File: src/rtl/phstep_pkg.sv
package phstep_pkg;

   // Implementation choice for the multiplier stage
   typedef enum logic [0:0] {
      MUL_NATIVE    = 1'b0,
      MUL_SHIFT_ADD = 1'b1
   } mul_style_e;

   // Width of the octave-shifted base: largest shift is (2**bw - 2)
   function automatic int base_width(input int fw, input int bw);
      return fw + (1 << bw) - 2;
   endfunction

endpackage

File: src/rtl/phstep_octave_shift.sv
module phstep_octave_shift #(
   parameter int FNUM_W  = 10,
   parameter int BLOCK_W = 3,
   parameter int BASE_W  = phstep_pkg::base_width(FNUM_W, BLOCK_W)
) (
   input  logic [FNUM_W-1:0]  fnum,
   input  logic [BLOCK_W-1:0] block,
   output logic [BASE_W-1:0]  base
);
   // Shift left by the octave code, then drop one bit:
   // code 0 halves, code b>0 shifts left by b-1.
   localparam int EXT_W = BASE_W + 1;
   localparam int PAD_W = EXT_W - FNUM_W;

   logic [EXT_W-1:0] stage [0:BLOCK_W];

   assign stage[0] = {{PAD_W{1'b0}}, fnum};

   generate
      for (genvar g = 0; g < BLOCK_W; g++) begin : g_barrel
         assign stage[g+1] = block[g] ? (stage[g] << (1 << g)) : stage[g];
      end
   endgenerate

   assign base = stage[BLOCK_W][EXT_W-1:1];

   initial begin
      assert (PAD_W >= 1) else $error("phstep_octave_shift: base width too small");
   end
endmodule

File: src/rtl/phstep_scale.sv
module phstep_scale #(
   parameter int BASE_W = 16,
   parameter int MULT_W = 4,
   parameter int OUT_W  = 20,
   parameter phstep_pkg::mul_style_e MUL_STYLE = phstep_pkg::MUL_NATIVE
) (
   input  logic [BASE_W-1:0] base,
   input  logic [MULT_W-1:0] mult,
   output logic [OUT_W-1:0]  inc
);
   localparam int PROD_W = BASE_W + MULT_W;

   logic [PROD_W-1:0] product;
   logic [PROD_W-1:0] halved;
   logic [PROD_W-1:0] chosen;

   generate
      if (MUL_STYLE == phstep_pkg::MUL_NATIVE) begin : g_mul_native
         assign product = {{MULT_W{1'b0}}, base} * {{BASE_W{1'b0}}, mult};
      end else begin : g_mul_shift_add
         logic [PROD_W-1:0] partial [0:MULT_W];
         assign partial[0] = '0;
         for (genvar k = 0; k < MULT_W; k++) begin : g_term
            assign partial[k+1] = partial[k] +
               (mult[k] ? ({{MULT_W{1'b0}}, base} << k) : {PROD_W{1'b0}});
         end
         assign product = partial[MULT_W];
      end
   endgenerate

   // Multiplier zero stands for one half
   assign halved = {{(MULT_W+1){1'b0}}, base[BASE_W-1:1]};
   assign chosen = (mult == '0) ? halved : product;

   generate
      if (PROD_W >= OUT_W) begin : g_wrap
         assign inc = chosen[OUT_W-1:0];
      end else begin : g_extend
         assign inc = {{(OUT_W-PROD_W){1'b0}}, chosen};
      end
   endgenerate

   initial begin
      assert (BASE_W >= 2) else $error("phstep_scale: BASE_W must be at least 2");
      assert (MULT_W >= 1) else $error("phstep_scale: MULT_W must be at least 1");
   end
endmodule

File: src/rtl/phstep_stage.sv
module phstep_stage #(
   parameter int W = 8
) (
   input  logic         clk,
   input  logic         rst_n,
   input  logic         in_valid,
   input  logic [W-1:0] in_data,
   output logic         out_valid,
   output logic [W-1:0] out_data
);
   always_ff @(posedge clk or negedge rst_n) begin
      if (!rst_n) begin
         out_valid <= 1'b0;
         out_data  <= '0;
      end else begin
         out_valid <= in_valid;
         if (in_valid) begin
            out_data <= in_data;
         end
      end
   end

   // Payload is held across bubbles
   assert_hold_R9: assert property (@(posedge clk) disable iff (!rst_n)
      !in_valid |=> $stable(out_data));

   initial begin
      assert (W >= 1) else $error("phstep_stage: W must be positive");
   end
endmodule

File: src/rtl/phase_step_calc.sv
module phase_step_calc #(
   parameter int FNUM_W  = 10,
   parameter int BLOCK_W = 3,
   parameter int MULT_W  = 4,
   parameter int IDX_W   = 6,
   parameter int OUT_W   = 20,
   parameter phstep_pkg::mul_style_e MUL_STYLE = phstep_pkg::MUL_NATIVE
) (
   input  logic               clk,
   input  logic               rst_n,
   input  logic               in_valid,
   input  logic [FNUM_W-1:0]  in_fnum,
   input  logic [BLOCK_W-1:0] in_block,
   input  logic [MULT_W-1:0]  in_mult,
   input  logic [IDX_W-1:0]   in_idx,
   output logic               out_valid,
   output logic [OUT_W-1:0]   out_inc,
   output logic [IDX_W-1:0]   out_idx
);
   localparam int BASE_W = phstep_pkg::base_width(FNUM_W, BLOCK_W);
   localparam int S1_W   = BASE_W + MULT_W + IDX_W;
   localparam int S2_W   = OUT_W + IDX_W;

   // Stage 1: octave shift
   logic [BASE_W-1:0] base_c;
   logic              s1_valid;
   logic [S1_W-1:0]   s1_data;
   logic [BASE_W-1:0] s1_base;
   logic [MULT_W-1:0] s1_mult;
   logic [IDX_W-1:0]  s1_idx;

   phstep_octave_shift #(
      .FNUM_W (FNUM_W),
      .BLOCK_W(BLOCK_W),
      .BASE_W (BASE_W)
   ) u_shift (
      .fnum (in_fnum),
      .block(in_block),
      .base (base_c)
   );

   phstep_stage #(.W(S1_W)) u_s1 (
      .clk      (clk),
      .rst_n    (rst_n),
      .in_valid (in_valid),
      .in_data  ({base_c, in_mult, in_idx}),
      .out_valid(s1_valid),
      .out_data (s1_data)
   );

   assign {s1_base, s1_mult, s1_idx} = s1_data;

   // Stage 2: multiplier scaling
   logic [OUT_W-1:0] inc_c;
   logic [S2_W-1:0]  s2_data;

   phstep_scale #(
      .BASE_W   (BASE_W),
      .MULT_W   (MULT_W),
      .OUT_W    (OUT_W),
      .MUL_STYLE(MUL_STYLE)
   ) u_scale (
      .base(s1_base),
      .mult(s1_mult),
      .inc (inc_c)
   );

   phstep_stage #(.W(S2_W)) u_s2 (
      .clk      (clk),
      .rst_n    (rst_n),
      .in_valid (s1_valid),
      .in_data  ({inc_c, s1_idx}),
      .out_valid(out_valid),
      .out_data (s2_data)
   );

   assign {out_inc, out_idx} = s2_data;

   // Elaboration checks
   initial begin
      assert (FNUM_W >= 2)  else $error("phase_step_calc: FNUM_W must be at least 2");
      assert (BLOCK_W >= 1 && BLOCK_W <= 4) else $error("phase_step_calc: BLOCK_W out of range");
      assert (IDX_W >= 1)   else $error("phase_step_calc: IDX_W must be positive");
      assert (OUT_W >= 2)   else $error("phase_step_calc: OUT_W must be at least 2");
   end

   // reset leaves the output idle
   assert_reset_idle_R1: assert property (@(posedge clk)
      !rst_n |=> (!out_valid && out_inc == '0));

   // fixed latency of two clocks
   assert_latency_R2: assert property (@(posedge clk) disable iff (!rst_n)
      in_valid |-> ##2 out_valid);

   assert_no_spurious_R2: assert property (@(posedge clk) disable iff (!rst_n)
      out_valid |-> $past(s1_valid));

   // index travels with its request
   assert_idx_carry_R3: assert property (@(posedge clk) disable iff (!rst_n)
      in_valid |-> ##2 (out_idx == $past(in_idx, 2)));

   // octave 0 with unit multiplier halves the frequency number
   assert_octave_zero_R4: assert property (@(posedge clk) disable iff (!rst_n)
      (in_valid && in_block == '0 && in_mult == MULT_W'(1)) |-> ##2
      (out_inc == OUT_W'($past(in_fnum, 2) >> 1)));

   // multiplier 0 at octave 1 halves the frequency number
   assert_half_mult_R7: assert property (@(posedge clk) disable iff (!rst_n)
      (in_valid && in_block == BLOCK_W'(1) && in_mult == '0) |-> ##2
      (out_inc == OUT_W'($past(in_fnum, 2) >> 1)));

   // consecutive requests give consecutive results
   assert_back_to_back_R8: assert property (@(posedge clk) disable iff (!rst_n)
      (in_valid && s1_valid) |=> (s1_valid && out_valid));
endmodule

File: config.mk
export PLATFORM = sky130hd
export DESIGN_NAME = phase_step_calc
export DESIGN_NICKNAME = d
export VERILOG_FILES = /design/src/rtl/phstep_pkg.sv /design/src/rtl/phstep_octave_shift.sv /design/src/rtl/phstep_scale.sv /design/src/rtl/phstep_stage.sv /design/src/rtl/phase_step_calc.sv
export SDC_FILE = /design/constraint.sdc
export NUM_CORES = 1
export LEC_CHECK = 0
export ABC_AREA = 1
export BUFFER_PORTS_ARGS = -buffer_cell sky130_fd_sc_hd__buf_4
export CAP_MARGIN = 20
export CORE_MARGIN = 2
export CORE_UTILIZATION = 47
export CTS_CLUSTER_DIAMETER = 100
export DETAILED_ROUTE_END_ITERATION = 16
export GPL_ROUTABILITY_DRIVEN = 0
export PLACE_DENSITY = 0.76
export SLEW_MARGIN = 20
export SYNTH_ARGS = -nofsm -noshare
export SYNTH_HDL_FRONTEND = slang
export SYNTH_HIERARCHICAL = 1
export SYNTH_SLANG_ARGS = --single-unit
File: constraint.sdc
create_clock -name clk -period 3.31 [get_ports clk]
set_input_delay 0 -clock clk [delete_from_list [all_inputs] [get_ports clk]]
set_output_delay 0 -clock clk [all_outputs]
set_load 0.02 [all_outputs]
Yosys cells after proc, flatten, opt, wreduce, memory -nomap -nowiden
Cells that the tools add are included.
Word-level totals
  input bits: 26
  bits in latches: 0
  bits in read-only memories: 0
  memories: 0
  register bits after elaboration: 54
  RAM bits: 0
  output and inout bits: 27
  word-level logic and storage cells: 10
Cells by class
  shift operators: 0
  $lt $le $gt $ge: 0
  multiply operators: 1
  add/sub/neg operators: 0
  bitwise gates (word level): 0
  multiplexer cells: 4
  reduce and logical (&&, ||, !) cells: 1
  eq/ne operators: 0
  divide/modulo/power cells: 0
Operators with widths (number)
  $mux W17: 2
  $mul A16 B4 Y20: 1
  $mux W20: 1
  $mux W11: 1
  $logic_not A4 Y1: 1

Depth between registers and ports, before layout
  depth after elaboration: 3
  mapped depth: 22
  depth with buffers taken out: 20

Hierarchy
Netlist, hierarchy kept.
By module, submodules not included
  phstep_scale: times used 1, area each 2482.4 um2, sequential area each 0.0 um2, cells each 442
  phstep_stage: times used 2, area each 1048.5 um2, sequential area each 675.6 um2, cells each 111
  phstep_octave_shift: times used 1, area each 427.9 um2, sequential area each 0.0 um2, cells each 89

Worst setup path after synthesis
Ideal clock, no wire load.
  path type: register to register
  start point: register u_s1.out_data[9]
  end point: register u_s2.out_data[22]
  arrival time: 3.234 ns
  stages on the path, launching flop included: 17
  buffers on the path: 2
  required time: 3.193 ns
  period minus slack after synthesis: 3.351 ns
  slack: -0.041 ns
  cells stage by stage: dfrtp_1 buf_2 clkbuf_1 nand2_1 fa_1 inv_1 fa_1 inv_1 fa_1 o21ai_2 nand2_1 nand2_2 nand2_2 a21oi_1 nor2_1 nand2_1 nand2_1
On the way
  longest elaborated chain between the ends: 2
  elaborated cells on any way between the ends: 3
  classes of those cells: mul (1); mux (1); reduce/logical (1)
RTL lines
  from (decl): RTL line phstep_stage.sv:9  | output logic [W-1:0] out_data
  from (signal assigned): RTL line phstep_stage.sv:18  | out_data <= in_data;
  $mul A16 B4 Y20 / $logic_not A4 Y1 (equally long branches): RTL line phstep_scale.sv:19, phstep_scale.sv:33
  $mux W20 (*): RTL line phstep_scale.sv:33  | assign chosen = (mult == '0) ? halved : product;
  via inc_c[16]: RTL line phase_step_calc.sv:54  | logic [OUT_W-1:0] inc_c;
  to (signal assigned): RTL line phstep_stage.sv:18
  to (decl): RTL line phstep_stage.sv:9
The timed path passes the listed nets; every way through them passes the cells marked *.
A chain may end at the register's enable or synchronous reset.

Worst setup path after layout
  start point: register u_s1.out_data[9]
  end point: register u_s2.out_data[14]
Same word-level chain as after synthesis.

==> results by group <==
GRT
  • Global-route wire length before repair: 20200 um
  • Overall track demand over capacity in global routing: 21.7%
  • Grt ovf: 0
  • Pin count of the biggest net entering global routing: 55
  • Via count of the first global-routing pass: 4513
  • Initial antenna violation count: 0

Die
  • Die Ht: 107 um
  • Area enclosed by the die boundary: 11500 sq um
  • Number of top-level design ports: 53
  • Floorplan core area: 10300 sq um
  • Effective utilization at floorplan: 48.5%
  • Horiz. Die Dim: 107 um
  • Count of standard-cell rows: 37

Clock tree
  • Clock tree from TritonCTS: built
  • CTS root buf: clkbuf_8
  • Maximum count of clock buffers along a single path: 2
  • Number of sinks handled by clock tree synthesis: 54
  • Clock buffers created by TritonCTS: 5
  • H-tree level count: 2
  • Clock latency reported for the late side of the worst-skew pair: 0.31 ns
  • Clock-pin slew reported for the worst setup and hold paths after clock tree synthesis: 0.11 ns

Drt
  • Router iterations before antenna repair: 5
  • DRC violation total after the first TritonRoute iteration: 246
  • Residual DRC count: 0
  • Wire length reported by the detailed router: 12200 um
  • Post-route ant nets: 0
  • Vias per std cell: 4.96
  • Avg WL per Cell: 12.8 um
  • Via count: 4711

Worst hold path
  • Number of instances on the worst hold path: 4
  • Hold Path Class: in2reg
  • Endpoint of the worst hold path: u_s1/out_data[10]
  • Startpoint of the most critical hold path: in_block[2]

Synthesis
  • Yosys warnings: 6
  • EDFF count, synth: 0
  • Dominant cell by count in the synthesized netlist: nand2_1
  • Fraction of registers with async set/reset: 100%
  • Predominant post-synthesis flop cell: dfrtp_1
  • Seq cells post-synth: 54
  • Dominant cell type by area after synthesis: dfrtp_1
  • Cell types with the highest counts after synthesis: nand2_1 (329), inv_1 (128), dfrtp_1 (54)
  • Seq/Total Area, Yosys: 27.0%
  • Synth top area share: 27.0%
  • Post-synthesis instance area: 5010 sq um
  • Synthesized area per cell: 6.65 sq um
  • Number of library cell types mapped by synthesis: 29
  • Cells after Synth: 753
  • Syn nets: 831
  • Dominant cells by area after synthesis: dfrtp_1 (27%), nand2_1 (25%), fa_1 (11%), inv_1 (9.6%), ha_1 (6.0%)

Power and ir drop
  • Pwr/cell area: 414 nW/um^2
  • Largest vdd supply drop: 0.000240 V
  • Leakage power: 3.56 nW

Layout
  • Register area: 1360 sq um
  • Filler cell count in the final layout: 947
  • Proportion of layout cells with a drive suffix above 1: 19.3%
  • Fin nets: 891
  • Layout area overhead: 19.4%
  • Area taken by multi-input logic gates: 3170 sq um
  • Post-route core utilization: 57.9%
  • Diode insertion count for antenna repair: 0

Run
  • Max-cap viol count: 0

Worst setup path
  • Launch instance of the worst register-to-register path: u_s1/out_data[9]
  • Worst reg2reg path endpoint: u_s2/out_data[14]
  • Flop2flop setup slack: 0.11 ns
  • Cells along the critical path: buf_12, nand2_1, inv_1, fa_1, inv_1, fa_1, inv_1, ha_4, a21oi_2, o21ai_4, nand2_2, nand2_2, xor2_1, nand2_1, nand2_1, nand2_1, nand2_1
  • Startpoint types: register
  • Largest stage delay on the critical path: 0.53 ns
  • Worst Setup SP: u_s1/out_data[9]
  • Number of buffers and inverters on the critical path: 4
  • Setup Crit Path Kind: reg2reg
  • Slowest library cell on the worst path: fa_1
  • Most prevalent standard cell on the critical path: nand2_1
  • CP Data Arrival Time: 3.43 ns
  • Critical path fanouts, max: 15
  • Cell type group with the largest total delay on the critical path: adder cells
  • Worst EP required: 3.53 ns
  • R2R cell count: 17
  • Endpoint class of the critical path: register

STA
  • Setup-violating endpoint count in the final report: 0
  • Number of endpoints with negative hold slack in the final report: 0
  • Max Clk Rate: 312 MHz
  • Slew at the pin closest to its max-slew limit: 0.680 ns
  • Share of the cycle needed by the critical path after routing: 96.8%
  • Slew headroom: 54.7%
  • Final max-slew violation count: 0
  • Unrepaired setup endpoints after global routing: yes
  • Final critical-path required period: 3.20 ns
  • Layout Skew: 0.00958 ns
  • Final worst hold slack: 0.0495 ns

Status
  • Status: finished clean

Placed design
  • Port Buf Inserts: 52
  • HPWL reported at the end of detailed placement: 8960 um
==> routing by layer <==
layer / global-route usage [%] / part of all wire [%] / up-vias
met5: 0 / 0 / -
met4: 7.24 / 2.7 / 0
met3: 2.13 / 3.8 / 24
met2: 36.9 / 48 / 147
met1: 28.8 / 45 / 2179
li1: - / - / 2361
==> flip-flops by register name, indices dropped and copies added, names as in the netlist <==
name,flops
u_s1/out_data,26
u_s1/out_valid,1
u_s2/out_data,26
u_s2/out_valid,1
==> metrics by stage <==
step	setup slack, ns	area, sq um	setup TNS [ns]	total power, mW	instances
2_1_floorplan	0.0339	5010	0	1.52	753
3_3_place_gp	0.00841	5480	0	1.81	927
3_5_place_dp	-0.0259	5480	-0.0259	1.83	927
4_1_cts	0.00775	5720	0	2.35	947
5_1_grt	-0.0921	5980	-0.377	2.65	950
6_report	0.106	5980	0	2.48	950
==> cells by family (layout without fill, tap and decap cells) <==
kind of cell             count (synthesis)  after routing  synth area share, %
AND/OR/NAND/NOR                        449            449                 37.1
flip-flops                              54             54                 27.0
AO/OA/AOI/OAI                           35             35                 3.70
XOR/XNOR                                 3              3                0.525
adder cells (fa/ha/maj)                 52             52                 17.2
buffers and inverters                  160            221                 14.5
==> worst max-delay path by stage <==
stage                                   end  slack [ns]  cells after the start
after CTS                 u_s2/out_data[14]       0.008                     17
after global routing      u_s2/out_data[19]       -0.09                     19
after detailed placement  u_s2/out_data[17]       -0.03                     17
after global placement    u_s2/out_data[17]       0.008                     17
after floorplan           u_s2/out_data[22]        0.03                     16
final                     u_s2/out_data[14]        0.11                     17
==> power by group <==
group,switching (mW),internal [mW]
clock network,0.243,0.250
registers,0.0956,0.759
logic,0.668,0.460
==> layout by cell type, fill, tap and decap left out, types with 5 or more instances in the layout <==
| master | count |
|---|---|
| a21oi_1 | 8 |
| a21oi_2 | 9 |
| buf_4 | 65 |
| clkbuf_8 | 6 |
| dfrtp_1 | 50 |
| dlygate4sd3_1 | 12 |
| fa_1 | 27 |
| ha_1 | 12 |
| ha_4 | 9 |
| inv_1 | 128 |
| nand2_1 | 318 |
| nand2_2 | 34 |
| nand3_1 | 46 |
| nand3_2 | 5 |
| nand4_1 | 5 |
| nor2_1 | 26 |
| nor2_2 | 7 |
| o21ai_0 | 11 |
==> repair_timing <==
action,4_1_cts,5_1_grt
endpoints found under the setup margin,1,14
hold endpoints to repair,65,0
pin swaps,0,8
hold buffers,12,0
cloned,0,0
setup buffers,0,3
gates resized for setup,3,56
==> cell type report <==
class	count	area share, %
clock buffers	6	1.38
repair buffers	79	10.8
multi-input cells	539	52.9
flip-flops and latches	54	22.7
well taps	136	2.85
inverters	134	8.66
clock inverters	2	0.649
==> worst reg2reg max path: stages (launching register included) <==
cell and delay, ns:
dfrtp_2 0.46, buf_12 0.16, nand2_1 0.06, inv_1 0.06, fa_1 0.52, inv_1 0.05
fa_1 0.53, inv_1 0.06, ha_4 0.27, a21oi_2 0.24, o21ai_4 0.13, nand2_2 0.08
nand2_2 0.07, xor2_1 0.17, nand2_1 0.07, nand2_1 0.08, nand2_1 0.08, nand2_1 0.05
(Power assumes the default switching activity.)
